### src/rtl/gpio_irq_pkg.sv
package gpio_irq_pkg;

   localparam int unsigned BUS_W = 32;

   typedef enum logic [1:0] {
      TRIG_LOW  = 2'd0,
      TRIG_HIGH = 2'd1,
      TRIG_RISE = 2'd2,
      TRIG_FALL = 2'd3
   } trig_e;

   localparam logic [7:0] OFF_DATA  = 8'h00;
   localparam logic [7:0] OFF_DIR   = 8'h04;
   localparam logic [7:0] OFF_PAD   = 8'h08;
   localparam logic [7:0] OFF_CFGL  = 8'h0C;
   localparam logic [7:0] OFF_CFGH  = 8'h10;
   localparam logic [7:0] OFF_MASK  = 8'h14;
   localparam logic [7:0] OFF_PEND  = 8'h18;
   localparam logic [7:0] OFF_ANYED = 8'h1C;

endpackage

### src/rtl/gpio_irq_sync.sv
module gpio_irq_sync #(
   parameter int unsigned N      = 32,
   parameter int unsigned STAGES = 2
) (
   input  logic         clk,
   input  logic         rst_n,
   input  logic [N-1:0] d,
   output logic [N-1:0] q
);

   logic [N-1:0] chain [STAGES];

   always_ff @(posedge clk or negedge rst_n) begin
      if (!rst_n) chain[0] <= '0;
      else        chain[0] <= d;
   end

   for (genvar s = 1; s < STAGES; s++) begin : g_stage
      always_ff @(posedge clk or negedge rst_n) begin
         if (!rst_n) chain[s] <= '0;
         else        chain[s] <= chain[s-1];
      end
   end

   assign q = chain[STAGES-1];

endmodule

### src/rtl/gpio_irq_detect.sv
module gpio_irq_detect
   import gpio_irq_pkg::*;
#(
   parameter int unsigned N = 32
) (
   input  logic           clk,
   input  logic           rst_n,
   input  logic [N-1:0]   lvl,
   input  logic [2*N-1:0] cfg,
   input  logic [N-1:0]   any_edge,
   output logic [N-1:0]   evt
);

   logic [N-1:0] prev_q;

   always_ff @(posedge clk or negedge rst_n) begin
      if (!rst_n) prev_q <= '0;
      else        prev_q <= lvl;
   end

   for (genvar i = 0; i < N; i++) begin : g_pin
      trig_e mode;
      logic  hit;
      logic  rose;
      logic  fell;

      assign mode = trig_e'(cfg[2*i +: 2]);
      assign rose = lvl[i] & ~prev_q[i];
      assign fell = ~lvl[i] & prev_q[i];

      always_comb begin
         if (any_edge[i]) begin
            hit = rose | fell;
         end else begin
            case (mode)
               TRIG_LOW:  hit = ~lvl[i];
               TRIG_HIGH: hit = lvl[i];
               TRIG_RISE: hit = rose;
               default:   hit = fell;
            endcase
         end
      end

      assign evt[i] = hit;
   end

endmodule

### src/rtl/gpio_irq_regs.sv
module gpio_irq_regs
   import gpio_irq_pkg::*;
#(
   parameter int unsigned N      = 32,
   parameter int unsigned ADDR_W = 6
) (
   input  logic              clk,
   input  logic              rst_n,
   input  logic              bus_we,
   input  logic [ADDR_W-1:0] bus_addr,
   input  logic [BUS_W-1:0]  bus_wdata,
   output logic [BUS_W-1:0]  bus_rdata,
   input  logic [N-1:0]      pad_lvl,
   input  logic [N-1:0]      evt,
   output logic [N-1:0]      data_q,
   output logic [N-1:0]      dir_q,
   output logic [N-1:0]      cfg_lo_q,
   output logic [N-1:0]      cfg_hi_q,
   output logic [N-1:0]      mask_q,
   output logic [N-1:0]      any_q,
   output logic [N-1:0]      pend_q
);

   logic [7:0]   a8;
   logic [N-1:0] wd;
   logic [N-1:0] clr;

   assign a8 = 8'(bus_addr);
   assign wd = bus_wdata[N-1:0];
   assign clr = (bus_we && a8 == OFF_PEND) ? wd : '0;

   always_ff @(posedge clk or negedge rst_n) begin
      if (!rst_n) begin
         data_q   <= '0;
         dir_q    <= '0;
         cfg_lo_q <= '0;
         cfg_hi_q <= '0;
         mask_q   <= '0;
         any_q    <= '0;
      end else if (bus_we) begin
         case (a8)
            OFF_DATA:  data_q   <= wd;
            OFF_DIR:   dir_q    <= wd;
            OFF_CFGL:  cfg_lo_q <= wd;
            OFF_CFGH:  cfg_hi_q <= wd;
            OFF_MASK:  mask_q   <= wd;
            OFF_ANYED: any_q    <= wd;
            default:   ;
         endcase
      end
   end

   // new events are ORed in after the clear, so a same-cycle event survives
   always_ff @(posedge clk or negedge rst_n) begin
      if (!rst_n) pend_q <= '0;
      else        pend_q <= (pend_q & ~clr) | evt;
   end

   always_comb begin
      case (a8)
         OFF_DATA:  bus_rdata = BUS_W'(data_q);
         OFF_DIR:   bus_rdata = BUS_W'(dir_q);
         OFF_PAD:   bus_rdata = BUS_W'(pad_lvl);
         OFF_CFGL:  bus_rdata = BUS_W'(cfg_lo_q);
         OFF_CFGH:  bus_rdata = BUS_W'(cfg_hi_q);
         OFF_MASK:  bus_rdata = BUS_W'(mask_q);
         OFF_PEND:  bus_rdata = BUS_W'(pend_q);
         OFF_ANYED: bus_rdata = BUS_W'(any_q);
         default:   bus_rdata = '0;
      endcase
   end

endmodule

### src/rtl/gpio_irq_port.sv
module gpio_irq_port
   import gpio_irq_pkg::*;
#(
   parameter int unsigned NUM_PINS    = 32,
   parameter int unsigned ADDR_W      = 6,
   parameter int unsigned SYNC_STAGES = 2
) (
   input  logic                clk,
   input  logic                rst_n,
   input  logic                bus_we,
   input  logic [ADDR_W-1:0]   bus_addr,
   input  logic [BUS_W-1:0]    bus_wdata,
   output logic [BUS_W-1:0]    bus_rdata,
   input  logic [NUM_PINS-1:0] pin_in,
   output logic [NUM_PINS-1:0] pin_out,
   output logic [NUM_PINS-1:0] pin_oe,
   output logic                irq_lo,
   output logic                irq_hi
);

   localparam int unsigned HALF = NUM_PINS / 2;

   if (NUM_PINS != 32) begin : g_bad_pins
      $error("NUM_PINS must be 32 so each mode register packs 16 pins");
   end
   if (ADDR_W < 6 || ADDR_W > 8) begin : g_bad_addr
      $error("ADDR_W must lie in 6..8");
   end
   if (SYNC_STAGES < 2) begin : g_bad_sync
      $error("SYNC_STAGES must be at least 2");
   end

   logic [NUM_PINS-1:0]   lvl_sync;
   logic [NUM_PINS-1:0]   det_evt;
   logic [NUM_PINS-1:0]   data_q;
   logic [NUM_PINS-1:0]   dir_q;
   logic [NUM_PINS-1:0]   cfg_lo_q;
   logic [NUM_PINS-1:0]   cfg_hi_q;
   logic [NUM_PINS-1:0]   mask_q;
   logic [NUM_PINS-1:0]   any_q;
   logic [NUM_PINS-1:0]   stat_q;
   logic [2*NUM_PINS-1:0] cfg_all;
   logic [NUM_PINS-1:0]   live;

   gpio_irq_sync #(.N(NUM_PINS), .STAGES(SYNC_STAGES)) u_sync (
      .clk   (clk),
      .rst_n (rst_n),
      .d     (pin_in),
      .q     (lvl_sync)
   );

   assign cfg_all = {cfg_hi_q, cfg_lo_q};

   gpio_irq_detect #(.N(NUM_PINS)) u_det (
      .clk      (clk),
      .rst_n    (rst_n),
      .lvl      (lvl_sync),
      .cfg      (cfg_all),
      .any_edge (any_q),
      .evt      (det_evt)
   );

   gpio_irq_regs #(.N(NUM_PINS), .ADDR_W(ADDR_W)) u_regs (
      .clk       (clk),
      .rst_n     (rst_n),
      .bus_we    (bus_we),
      .bus_addr  (bus_addr),
      .bus_wdata (bus_wdata),
      .bus_rdata (bus_rdata),
      .pad_lvl   (lvl_sync),
      .evt       (det_evt),
      .data_q    (data_q),
      .dir_q     (dir_q),
      .cfg_lo_q  (cfg_lo_q),
      .cfg_hi_q  (cfg_hi_q),
      .mask_q    (mask_q),
      .any_q     (any_q),
      .pend_q    (stat_q)
   );

   assign pin_out = data_q;
   assign pin_oe  = dir_q;
   assign live    = stat_q & mask_q;
   assign irq_lo  = |live[HALF-1:0];
   assign irq_hi  = |live[NUM_PINS-1:HALF];

endmodule

### config.mk
export PLATFORM = sky130hd
export DESIGN_NAME = gpio_irq_port
export DESIGN_NICKNAME = d
export VERILOG_FILES = /design/src/rtl/gpio_irq_pkg.sv /design/src/rtl/gpio_irq_sync.sv /design/src/rtl/gpio_irq_detect.sv /design/src/rtl/gpio_irq_regs.sv /design/src/rtl/gpio_irq_port.sv
export SDC_FILE = /design/constraint.sdc
export NUM_CORES = 1
export LEC_CHECK = 0
export BUFFER_PORTS_ARGS = -buffer_cell sky130_fd_sc_hd__buf_2
export CAP_MARGIN = 15
export CORE_MARGIN = 2
export CORE_UTILIZATION = 35
export DETAILED_ROUTE_END_ITERATION = 8
export PLACE_DENSITY = 0.58
export SETUP_SLACK_MARGIN = 0.15
export SYNTH_ARGS = -nofsm -noshare
export SYNTH_HDL_FRONTEND = slang
export SYNTH_SLANG_ARGS = --single-unit
### constraint.sdc
create_clock -name clk -period 4.6 [get_ports clk]
set_clock_uncertainty 0.1 [all_clocks]
set_input_delay 1.38 -clock clk [delete_from_list [all_inputs] [get_ports clk]]
set_output_delay 1.38 -clock clk [all_outputs]
set_load 0.01 [all_outputs]
# Yosys cells after proc, flatten, opt, wreduce, memory -nomap -nowiden
# Index checks and enable logic that the tools add are counted.
# totals
wordCells	353
register_bits	320
out_inout_bits	98
# classes
bitwise_logic	164
n_reduce_logical	42
eq_ne	71
n_mux	66
# ops
operator	n
$pmux W32 S8	1
$pmux W1 S3	32
$and A1 B1 Y1	64
$and A32 B32 Y32	2
$eq A2 B1 Y1 const B	32
$eq A2 B2 Y1 const B	32
$logic_not A2 Y1	32
$not A1 Y1	64
$mux W1	32
$mux W32	1
$not A32 Y32	1
$or A1 B1 Y1	32
$or A32 B32 Y32	1
$reduce_or A16 Y1	2
$eq A6 B5 Y1 const B	4
$eq A6 B4 Y1 const B	2
$reduce_and A2 Y1	6
$logic_not A8 Y1	1
$eq A6 B3 Y1 const B	1
$logic_and A1 B1 Y1	1

# Logic depth before layout (Yosys ltp)
# Gate-level depths: netlist of run 1.
# depth
ltp_word	6
ltp_mapped	6
mapped_depth_nobuf	6

# Cells and area by module
# Synthesis of run 1 repeated with hierarchy kept, for this count alone.
# unflattened
hier_cells	1282
hier_area_um2	16181.8
# modules_own_cells
module	area_per_inst_um2	cells_each	instances
gpio_irq_regs	10613.9	784	1
gpio_irq_detect	3523.4	384	1
gpio_irq_sync	1841.8	96	1
gpio_irq_port	202.7	18	1

# Worst setup path before layout of run 1
# OpenSTA, ideal clock, no wires.
# synth_path
path_kind	input to output
start	input port bus_addr[3]
end	output port bus_rdata[16]
arrival_ns	2.785
stages	5
t_required_ns	3.120
setup_slack_ns	0.335
n_path_buf	3
path_cell_list	buf_2 -> buf_4 -> buf_2 -> mux4_2 -> a22o_1
# synth_via
elab_chain_len	2
elab_cells_between_ends	9
cone_classes	eq/ne: 7; mux: 1; reduce/logical: 1
# synth_rtl
item	line_no	source
from (decl)	gpio_irq_port.sv:11	input logic [ADDR_W-1:0] bus_addr,
$eq A6 B5 Y1, or another cell as far along	gpio_irq_regs.sv:60	case (a8)
$pmux W32 S8 (*)	gpio_irq_regs.sv:60	
to (decl)	gpio_irq_port.sv:13	output logic [BUS_W-1:0] bus_rdata,
# Mark *: on every way between the ends. The rest lies on a longest branch, timed or not.

# Final worst setup path of run 1
# layout_path
start	input port bus_addr[2]
end	output port bus_rdata[8]
# The elaborated chain is that of the path after synthesis.

==> results of run 1 <==
final cells by class:
type / instances / share of cell area, %
diodes: 2 / 0.0278
clock buffers: 60 / 6.60
clock inverters: 6 / 0.334
inverters: 96 / 2.00
multi-input cells: 594 / 35.9
flip-flops and latches: 320 / 44.5
well taps: 539 / 3.75
repair buffers: 204 / 6.92
layer usage:
layer	up-vias	wire [um]	global-route usage, %
li1	4304	-	-
met4	0	1240	6.70
met1	5142	18900	26.6
met5	-	0	0
met2	256	19400	30.0
met3	67	1850	3.21
cell usage in the layout (no fill, tap or decap), types with 3 or more instances in the layout:
master / count
sky130_fd_sc_hd__a221o_1: 15
sky130_fd_sc_hd__clkbuf_8: 9
sky130_fd_sc_hd__mux4_2: 64
sky130_fd_sc_hd__a221oi_1: 8
sky130_fd_sc_hd__ha_1: 64
sky130_fd_sc_hd__nor2_1: 15
sky130_fd_sc_hd__a22o_1: 42
sky130_fd_sc_hd__a211o_1: 15
sky130_fd_sc_hd__nor3_4: 3
sky130_fd_sc_hd__mux2_2: 183
sky130_fd_sc_hd__dfrtp_1: 320
sky130_fd_sc_hd__nand2_1: 36
sky130_fd_sc_hd__clkbuf_16: 41
sky130_fd_sc_hd__nor2b_1: 15
sky130_fd_sc_hd__buf_12: 10
sky130_fd_sc_hd__mux2i_1: 32
sky130_fd_sc_hd__clkbuf_1: 10
sky130_fd_sc_hd__clkinv_2: 3
sky130_fd_sc_hd__a2111oi_0: 15
sky130_fd_sc_hd__buf_2: 167
sky130_fd_sc_hd__and2_1: 15
sky130_fd_sc_hd__buf_4: 26
sky130_fd_sc_hd__inv_1: 96
sky130_fd_sc_hd__o21ai_0: 17
sky130_fd_sc_hd__a211oi_1: 30
sky130_fd_sc_hd__mux2_1: 9
where the power goes:
group,leakage [uW],switching (uW),internal (uW)
logic,0.00389,419,525
registers,0.00395,316,3090
clock network,0.000608,1180,1820
worst paths after layout:
path                                            startpoint                              end  slack [ns]  depth (start not counted)
worst max-delay path                           bus_addr[2]                     bus_rdata[8]        0.23                          5
worst min-delay path            u_sync.chain[39]$_DFF_PN0_            u_sync.q[7]$_DFF_PN0_        0.24                          0
worst max register to register      u_sync.q[24]$_DFF_PN0_      u_regs.pend_q[24]$_DFF_PN0_        2.98                          6
worst min register to register  u_sync.chain[39]$_DFF_PN0_            u_sync.q[7]$_DFF_PN0_        0.24                          0
max in group asynchronous                            rst_n  u_regs.cfg_lo_q[29]$_DFFE_PN0P_        2.84                          2
min in group asynchronous                            rst_n       u_sync.chain[41]$_DFF_PN0_        0.75                          1
per-stage QoR:
stage,power (uW),std cells,area (um2)
2_1_floorplan,3930,1054,15000
3_3_place_gp,4380,1753,16700
3_5_place_dp,4410,1753,16700
4_1_cts,7460,1819,18000
5_1_grt,7680,1820,18000
6_report,7340,1821,18000
logic make-up after synthesis:
group | Yosys count | synth area share [%]
AO/OA/AOI/OAI | 144 | 7.80
XOR/XNOR | 2 | 0.117
adder cells (fa/ha/maj) | 64 | 5.33
buffers and inverters | 140 | 3.98
flip-flops | 320 | 53.3
multiplexers | 288 | 26.1
AND/OR/NAND/NOR | 96 | 3.35
==> metrics, run 1 <==
result of the run=completed; post-route worst setup slack=0.234 ns; Die Height=211 um; Period minus WS final=4.37 ns; sequential fraction of the synthesis area=53.3%; count of warnings emitted by yosys=0; Cell Rows=75; number of setup violations in the final report=0; count of fill cells added during filler insertion=3853; DPL Wire Length=29200 um; Required @ worst endpoint=3.12 ns; average cell area after synthesis=14.3 um2; total length of routed wires=41500 um; IO buf count=170; Highest Clock Rate=229 MHz; most numerous cell on the critical path=sky130_fd_sc_hd__buf_4; areal power density over the cells=408 mW/mm2; count of routing violations after the opening detailed-route iteration=663; Async S/R FF share, synth=100%; post-CTS setup buffer count=0; Fin Hold WS=0.245 ns; netlist area before placement=0.0150 mm2; WS Path Type=primary input to output pin; vias after detailed routing=9769; share of the clock period used by the worst path after layout=94.9%; maximum count of clock buffers along a single path=3; Detail Route Antenna Nets=0; number of synthesized flops with an enable pin=0; nets in the synthesized netlist=1191; crit path max fanout=12; worst vdd rail ir drop=0.000302 V; synth unique cells=33; arrival time of the worst setup path=2.89 ns; setup repair after global routing missed its margin=no; share of cells above drive strength 1=40.2%; CTS-repair resized insts=0; global-route wire length before repair=63500 um; worst skew pair latency=0.54 ns; root buf cell=sky130_fd_sc_hd__clkbuf_16; number of max-slew violations in the final report=0; largest stage delay on the critical path=0.52 ns; type of the tightest min-delay check=register to register; cell type group with the largest total delay on the critical path=buffers and inverters; antenna violations before repair=1; post-synthesis cell type with the largest combined area=sky130_fd_sc_hd__dfrtp_1; synthesized instance count=1054; flip-flop and latch count after synthesis=320; starting utilization of the core area=35.7%; CTS tree=yes; CTS HTree Levels=2; nets=1391; leakage power summed over all cells=0.00845 uW; Hold Fails Final Rpt=0; list of cells traversed by the critical path=buf_4, buf_4, mux4_2, a22o_1, buf_2; top cell types by occurrence after synthesis=320 x sky130_fd_sc_hd__dfrtp_1, 183 x sky130_fd_sc_hd__mux2_2, 96 x sky130_fd_sc_hd__inv_1, 64 x sky130_fd_sc_hd__ha_1, 64 x sky130_fd_sc_hd__mux4_2; type of destination of the critical path=output pin; Setup TNS Final=0 ns; maxcap violations=0; Main synth FF type=sky130_fd_sc_hd__dfrtp_1; vias in the first global route=10100; most numerous cell in the Yosys netlist=sky130_fd_sc_hd__dfrtp_1; worst slack at placement=0.216 ns; core area=0.0421 mm2; area overhead of the layout relative to synthesis=19.8%; die footprint=0.0446 mm2; Worst Tran Pin Value=0.648 ns; synth top area cells=sky130_fd_sc_hd__dfrtp_1 53%, sky130_fd_sc_hd__mux2_2 14%, sky130_fd_sc_hd__mux4_2 9.6%; CTS clock-pin slew for the worst setup and hold paths=0.05 ns; multi-input gate area in the final layout=0.00646 mm2; normalized max-slew margin=56.8%; Congestion Overflow GR=0; standard cell with the maximum stage delay on the critical path=sky130_fd_sc_hd__mux4_2; number of top-level pins=171; number of sinks on the clock net=320; number of buffers added by the clock tree synthesis step=38; final core utilization=42.7%; via-per-instance ratio=5.36; Initial DRT Pass Iterations=5; placer congestion estimate=0.824; routed length per instance=22.8 um; CP Launch Type=primary input; Critical path buffers and inverters=3; hold buffer count at cts=0; Post-route DRC=0; width of the chip=211 um; Synth top area share=53.3%; pin count of the biggest net entering global routing=82; Sequential Area=0.00801 mm2; total track usage=19.0%
Note: power is estimated with default switching activity, not from simulation.
==> inputs of run 2 (changes only) <==
--- a/config.mk
+++ b/config.mk
@@ -7,11 +7,11 @@
 export LEC_CHECK = 0
 export BUFFER_PORTS_ARGS = -buffer_cell sky130_fd_sc_hd__buf_2
 export CAP_MARGIN = 15
-export CORE_MARGIN = 2
 export CORE_UTILIZATION = 35
 export DETAILED_ROUTE_END_ITERATION = 8
 export PLACE_DENSITY = 0.58
 export SETUP_SLACK_MARGIN = 0.15
 export SYNTH_ARGS = -nofsm -noshare
 export SYNTH_HDL_FRONTEND = slang
+export SYNTH_HIERARCHICAL = 1
 export SYNTH_SLANG_ARGS = --single-unit
==> run 2 against run 1 <==
Net effect: register-to-register slack better by 0.02 ns; highest routed layer is now met5; critical endpoint is now bus_rdata[31]; largest power group unchanged; sequential power about the same; critical path depth up 2; cell area increased by 5.2%; global-route usage rose by 0.90 points.
==> metrics, run 2 <==
result of the run=completed; largest stage delay on the critical path=0.33 ns (-0.19 ns); Highest Clock Rate=228 MHz (-0.67%); Hold Path Cell Cnt=0 (unchanged); CP Launch Type=primary input; areal power density over the cells=401 mW/mm2 (-1.8%); type of destination of the critical path=output pin; synth top area cells=sky130_fd_sc_hd__dfrtp_1 49%, sky130_fd_sc_hd__mux2_2 13%, sky130_fd_sc_hd__mux2_4 5.6%; Required @ worst endpoint=3.12 ns (about the same); DPL Wire Length=32300 um (+11%); endpoint of the worst hold path=u_sync/q[21]$_DFF_PN0_; vias in the first global route=11100 (+10%); worst skew pair latency=0.55 ns (about the same); count of fill cells added during filler insertion=4377 (+14%); number of top-level pins=171 (unchanged); type of the tightest min-delay check=register to register; maxcap violations=0 (unchanged); Hold Fails Final Rpt=0 (unchanged); top library cells by usage in the layout, fill and taps aside=320 x sky130_fd_sc_hd__dfrtp_1, 191 x sky130_fd_sc_hd__mux2_2, 168 x sky130_fd_sc_hd__buf_2; synth unique cells=34 (+3.0%); hold buffer count at cts=0 (unchanged); Initial DRT Pass Iterations=5 (unchanged); count of routing violations after the opening detailed-route iteration=577 (-13%); crit path max fanout=26 (+14); root buf cell=sky130_fd_sc_hd__clkbuf_16; area overhead of the layout relative to synthesis=17.0%; flip-flop and latch count after synthesis=320 (unchanged); top cell types by occurrence after synthesis=320 x sky130_fd_sc_hd__dfrtp_1, 191 x sky130_fd_sc_hd__mux2_2, 97 x sky130_fd_sc_hd__inv_1, 96 x sky130_fd_sc_hd__nand2_1; count of warnings emitted by yosys=6 (+6); Post-route DRC=0 (unchanged); netlist area before placement=0.0162 mm2 (+7.7%); Congestion Overflow GR=0 (unchanged); worst vdd rail ir drop=0.000242 V (-20%); starting utilization of the core area=35.6% (-0.072 points); WS Path Type=primary input to output pin; worst flop-to-flop path startpoint=u_sync/q[12]$_DFF_PN0_; Setup TNS Final=0 ns (unchanged); placer congestion estimate=0.835 (+1.3%); CTS HTree Levels=2 (unchanged); total track usage=19.9% (+0.90 points); number of max-slew violations in the final report=0 (unchanged); number of setup violations in the final report=0 (unchanged); CTS clock-pin slew for the worst setup and hold paths=0.06 ns (about the same); post-route worst setup slack=0.205 ns (-0.0293 ns); number of sinks on the clock net=320 (unchanged); normalized max-slew margin=39.2% (-18 points); average cell area after synthesis=12.6 um2 (-11%); global-route wire length before repair=70400 um (+11%); leakage power summed over all cells=0.00920 uW (+8.8%); number of synthesized flops with an enable pin=0 (unchanged); Period minus WS final=4.39 ns (+0.0293 ns); Cell Rows=78 (+4.0%); Main synth FF type=sky130_fd_sc_hd__dfrtp_1; antenna violations before repair=1 (unchanged); IO buf count=170 (unchanged); sequential fraction of the synthesis area=49.5% (-3.8 points); share of cells above drive strength 1=40.4% (+0.17 points); arrival time of the worst setup path=2.91 ns (+0.02 ns); CTS tree=yes; width of the chip=217 um (+2.8%); post-synthesis cell type with the largest combined area=sky130_fd_sc_hd__dfrtp_1; setup repair after global routing missed its margin=yes; Synth top area share=49.5% (-3.8 points); nets in the synthesized netlist=1419 (+19%); Detail Route Antenna Nets=0 (unchanged); final antenna diode count=0 (-2); standard cell with the maximum stage delay on the critical path=sky130_fd_sc_hd__a221oi_1; share of the clock period used by the worst path after layout=95.5% (+0.64 points); via-per-instance ratio=5.13 (-4.3%); depth of the worst register-to-register path=6 (unchanged); endpoint of the worst register-to-register path=u_regs/pend_q[12]$_DFF_PN0_; pin count of the biggest net entering global routing=107 (+30%); slack of the worst reg-to-reg path=3.00 ns (+0.02 ns); most common cell after layout, fill and taps aside=sky130_fd_sc_hd__dfrtp_1; die footprint=0.0471 mm2 (+5.6%); maximum count of clock buffers along a single path=3 (unchanged); most numerous cell in the Yosys netlist=sky130_fd_sc_hd__dfrtp_1; synthesized instance count=1282 (+22%); Async S/R FF share, synth=100% (unchanged); nets=1557 (+12%); Die Height=217 um (+2.8%); routed length per instance=23.1 um (+1.5%); Worst Hold Launch=u_sync/chain[53]$_DFF_PN0_; worst slack at placement=0.136 ns (-0.0804 ns); vias after detailed routing=10500 (+7.6%); number of buffers added by the clock tree synthesis step=38 (unchanged); most numerous cell on the critical path=sky130_fd_sc_hd__buf_2; total chip power=7590 uW (+3.3%); list of cells traversed by the critical path=buf_2, or2_1, nor2_2, buf_12, a221oi_1, nand2_2, buf_2; total length of routed wires=47300 um (+14%); core area=0.0455 mm2 (+7.9%); Worst Tran Pin Value=0.912 ns (+0.263 ns)
## run 2: cell types whose count changed after synthesis, sizes merged, moves of 28 or more
| cell | delta |
|---|---|
| mux2 | +96 |
| a22oi | +64 |
| mux4 | -64 |
| buf | +60 |
| nand2 | +60 |
| a21oi | +34 |
| a22o | -34 |
| a21o | +32 |
| nor3 | +31 |
| a211oi | -30 |
| xnor2 | +30 |
| a221oi | +28 |
## run 2: area by class of cell
type,count,area (um2),share of cell area (%)
Clock buffer,59,1210,6.41
Timing Repair Buffer,216,1400,7.41
Clock inverter,9,81.3,0.429
Tap cell,600,751,3.96
Sequential cell,320,8010,42.3
Inverter,97,364,1.92
Multi-Input combinational cell,747,7120,37.6
## run 2: metal layers
metal	up-vias	global-route usage (%)	share of wire, %
met2	261	32.5	47
met5	-	0	0.036
met4	2	5.63	2.1
met3	67	3.96	4.7
li1	4729	-	-
met1	5456	26.8	46
## run 2: through the flow
step | instances | utilization (%) | hold slack [ns] | cell area, um2
2_1_floorplan | 1282 | - | 0.231 | 16200
3_3_place_gp | 1975 | 38.5 | 0.235 | 17500
3_5_place_dp | 1975 | 38.5 | 0.236 | 17500
4_1_cts | 2043 | 41.3 | 0.247 | 18800
5_1_grt | 2048 | 41.6 | 0.251 | 18900
6_report | 2048 | 41.6 | 0.245 | 18900
## run 2: cell families after synthesis
logic type / count (synthesis) / synth area share [%]
AOI/OAI and AO/OA: 176 / 9.25
DFF: 320 / 49.5
buffers and inverters: 215 / 6.95
and+or+nand+nor: 155 / 4.22
adders and majority gates: 64 / 4.95
xor gates and xnor gates: 32 / 1.73
muxes: 320 / 23.4
## run 2: worst max-delay path, delay by kind of cell
family          cells  cell delay [ns]
simple gates        3             0.59
buf+inv             3             0.58
compound gates      1             0.33
## run 2: timing repair
item	CTS	global route
gates cloned	0	4
setup endpoints to repair	1	18
pin swaps	0	4
hold endpoints to repair	0	0
resized for setup	1	9
setup buffers	0	1
## run 2: how the worst max path moves through the flow
stage,startpoint,to,slack (ns),depth (start not counted)
after floorplan,bus_addr[2],bus_rdata[0],0.34,5
final,bus_addr[4],bus_rdata[31],0.21,7
after global placement,bus_addr[3],bus_rdata[31],0.16,7
after global routing,bus_addr[4],bus_rdata[31],0.14,7
after detailed placement,bus_addr[2],bus_rdata[4],0.14,7
after CTS,bus_addr[2],bus_rdata[31],0.16,7
## run 2: power breakdown
| group | internal, uW | total (uW) | leakage [uW] | switching, uW |
|---|---|---|---|---|
| clock network | 1870 | 3100 | 0.000639 | 1220 |
| logic | 594 | 1090 | 0.00461 | 500 |
| registers | 3090 | 3390 | 0.00395 | 309 |
==> inputs of run 3 (changes only) <==
--- a/config.mk
+++ b/config.mk
@@ -8,8 +8,9 @@
 export BUFFER_PORTS_ARGS = -buffer_cell sky130_fd_sc_hd__buf_2
 export CAP_MARGIN = 15
 export CORE_UTILIZATION = 35
+export CTS_BUF_LIST = sky130_fd_sc_hd__clkbuf_8
 export DETAILED_ROUTE_END_ITERATION = 8
-export PLACE_DENSITY = 0.58
+export PLACE_DENSITY = 0.59
 export SETUP_SLACK_MARGIN = 0.15
 export SYNTH_ARGS = -nofsm -noshare
 export SYNTH_HDL_FRONTEND = slang
==> run 3 against run 2 <==
Net effect: non-clock buffer count decreased by 10; first-iteration DRC count grew 9.0%; global-route usage decreased by 0.083 points; cell area decreased by 1.4%; fmax up 0.18%; wire length down 2.8%; sequential power about the same; combinational power about the same; worst setup slack improved by 0.0077 ns; via count fell by 0.23%; final cell count up 1.2%; power is 6.3% lower; highest routed layer is now met4.
==> metrics, run 3 (synthesis results as in run 2) <==
result of the run=completed; Post-Place Cells=1970 (-0.25%); most numerous cell on the critical path=sky130_fd_sc_hd__buf_2; Highest Clock Rate=228 MHz (+0.18%); number of sinks on the clock net=320 (unchanged); worst skew pair latency=0.64 ns (+0.09 ns); root buf cell=sky130_fd_sc_hd__clkbuf_8; most common cell after layout, fill and taps aside=sky130_fd_sc_hd__dfrtp_1; number of buffers added by the clock tree synthesis step=58 (+53%); post-CTS setup buffer count=0 (unchanged); count of routing violations after the opening detailed-route iteration=629 (+9.0%); global-route wire length before repair=70200 um (-0.37%); CTS HTree Levels=2 (unchanged); area overhead of the layout relative to synthesis=15.3%; worst vdd rail ir drop=0.000234 V (-3.3%); Congestion Overflow GR=0 (unchanged); number of setup violations in the final report=0 (unchanged); WS Path Type=primary input to output pin; Hold Fails Final Rpt=0 (unchanged); CTS clock-pin slew for the worst setup and hold paths=0.06 ns (about the same); CP Launch Type=primary input; IO buf count=170 (unchanged); standard cell with the maximum stage delay on the critical path=sky130_fd_sc_hd__or4_4; die footprint=0.0471 mm2 (unchanged); areal power density over the cells=381 mW/mm2 (-4.9%); nets=1567 (+0.64%); leakage power summed over all cells=0.00915 uW (-0.55%); type of destination of the critical path=output pin; Setup TNS Final=0 ns (unchanged); starting utilization of the core area=35.6% (unchanged); Post-route DRC=0 (unchanged); Detail Route Antenna Nets=0 (unchanged); maximum count of clock buffers along a single path=3 (unchanged); type of the tightest min-delay check=register to register; number of max-slew violations in the final report=0 (unchanged); maxcap violations=0 (unchanged); pin count of the biggest net entering global routing=98 (-8.4%); Worst Tran Pin Value=0.838 ns (-0.0733 ns); total length of routed wires=46000 um (-2.8%); Die Height=217 um (unchanged); largest stage delay on the critical path=0.60 ns (+0.27 ns); top library cells by usage in the layout, fill and taps aside=320 x sky130_fd_sc_hd__dfrtp_1, 191 x sky130_fd_sc_hd__mux2_2, 169 x sky130_fd_sc_hd__buf_2; vias after detailed routing=10500 (-0.23%); placer congestion estimate=0.818 (-2.0%); arrival time of the worst setup path=2.91 ns (about the same); Period minus WS final=4.39 ns (-0.00774 ns); antenna violations before repair=1 (unchanged); routed length per instance=22.2 um (-3.9%); Cell Rows=78 (unchanged); width of the chip=217 um (unchanged); total track usage=19.9% (-0.083 points); core area=0.0455 mm2 (unchanged); Initial DRT Pass Iterations=5 (unchanged); normalized max-slew margin=44.1% (+4.9 points); Fin Hold WS=0.239 ns (-0.00609 ns); share of cells above drive strength 1=40.4% (about the same); DPL Wire Length=31700 um (-1.9%); CTS tree=yes; vias in the first global route=11200 (+0.80%); setup repair after global routing missed its margin=no; final core utilization=41.0% (-0.60 points); share of the clock period used by the worst path after layout=95.4% (-0.17 points); crit path max fanout=20 (-23%); list of cells traversed by the critical path=buf_2, or4_4, nor2_4, buf_12, a22oi_1, nand2_1, buf_2; Required @ worst endpoint=3.12 ns (about the same); via-per-instance ratio=5.06 (-1.4%); number of top-level pins=171 (unchanged); Layout Cells excl Fill=2072 (+1.2%)
## run 3: worst max-delay path: cells and delay by family
family	cells	cell delay (ns)
simple gates	3	0.91
buf+inv	3	0.50
compound gates	1	0.09
## run 3: routing by layer
layer,global-route usage (%),share of wire (%),vias up
met5,0,0,-
met4,7.68,3.1,0
met3,3.34,4.9,87
met2,31.8,47,313
met1,26.8,45,5323
li1,-,-,4768
## run 3: where the power goes
group / internal [uW] / switching (uW)
Sequential: 3090 / 311
Clock: 1410 / 1220
Combinational: 590 / 494
## run 3: what timing repair did
action	in CTS	in global routing
hold endpoints to repair	0	0
endpoints found under the setup margin	21	11
gates resized for setup	3	3
hold buffers	0	0
## run 3: final cells by class
cell class | count | area, um2
well taps | 600 | 751
flip-flops and latches | 320 | 8010
multi-input cells | 747 | 7110
clock buffers | 69 | 950
clock inverters | 32 | 174
fillers | 4332 | 26800
repair buffers | 206 | 1310
diodes | 1 | 2.50
inverters | 97 | 364
## run 3: worst paths after layout
kind                                            startpoint                            to  slack [ns]  cells after the start
max in group asynchronous                            rst_n    u_sync/chain[52]$_DFF_PN0_        2.82                      2
worst min-delay path            u_sync/chain[62]$_DFF_PN0_        u_sync/q[30]$_DFF_PN0_        0.24                      0
worst max register to register      u_sync/q[20]$_DFF_PN0_   u_regs/pend_q[20]$_DFF_PN0_        3.01                      6
worst min register to register  u_sync/chain[62]$_DFF_PN0_        u_sync/q[30]$_DFF_PN0_        0.24                      0
min in group asynchronous                            rst_n  u_regs/dir_q[26]$_DFFE_PN0P_        0.67                      1
worst max-delay path                           bus_addr[2]                 bus_rdata[20]        0.21                      7
## run 3: per-stage QoR
step	setup slack (ns)	power (uW)	instance area (um2)
finish	0.213	7110	18700
global route	0.161	7460	18700
CTS	0.186	7210	18700
detailed placement	0.0724	4540	17500
global placement	0.0691	4500	17500
floorplan	0.339	4180	16200
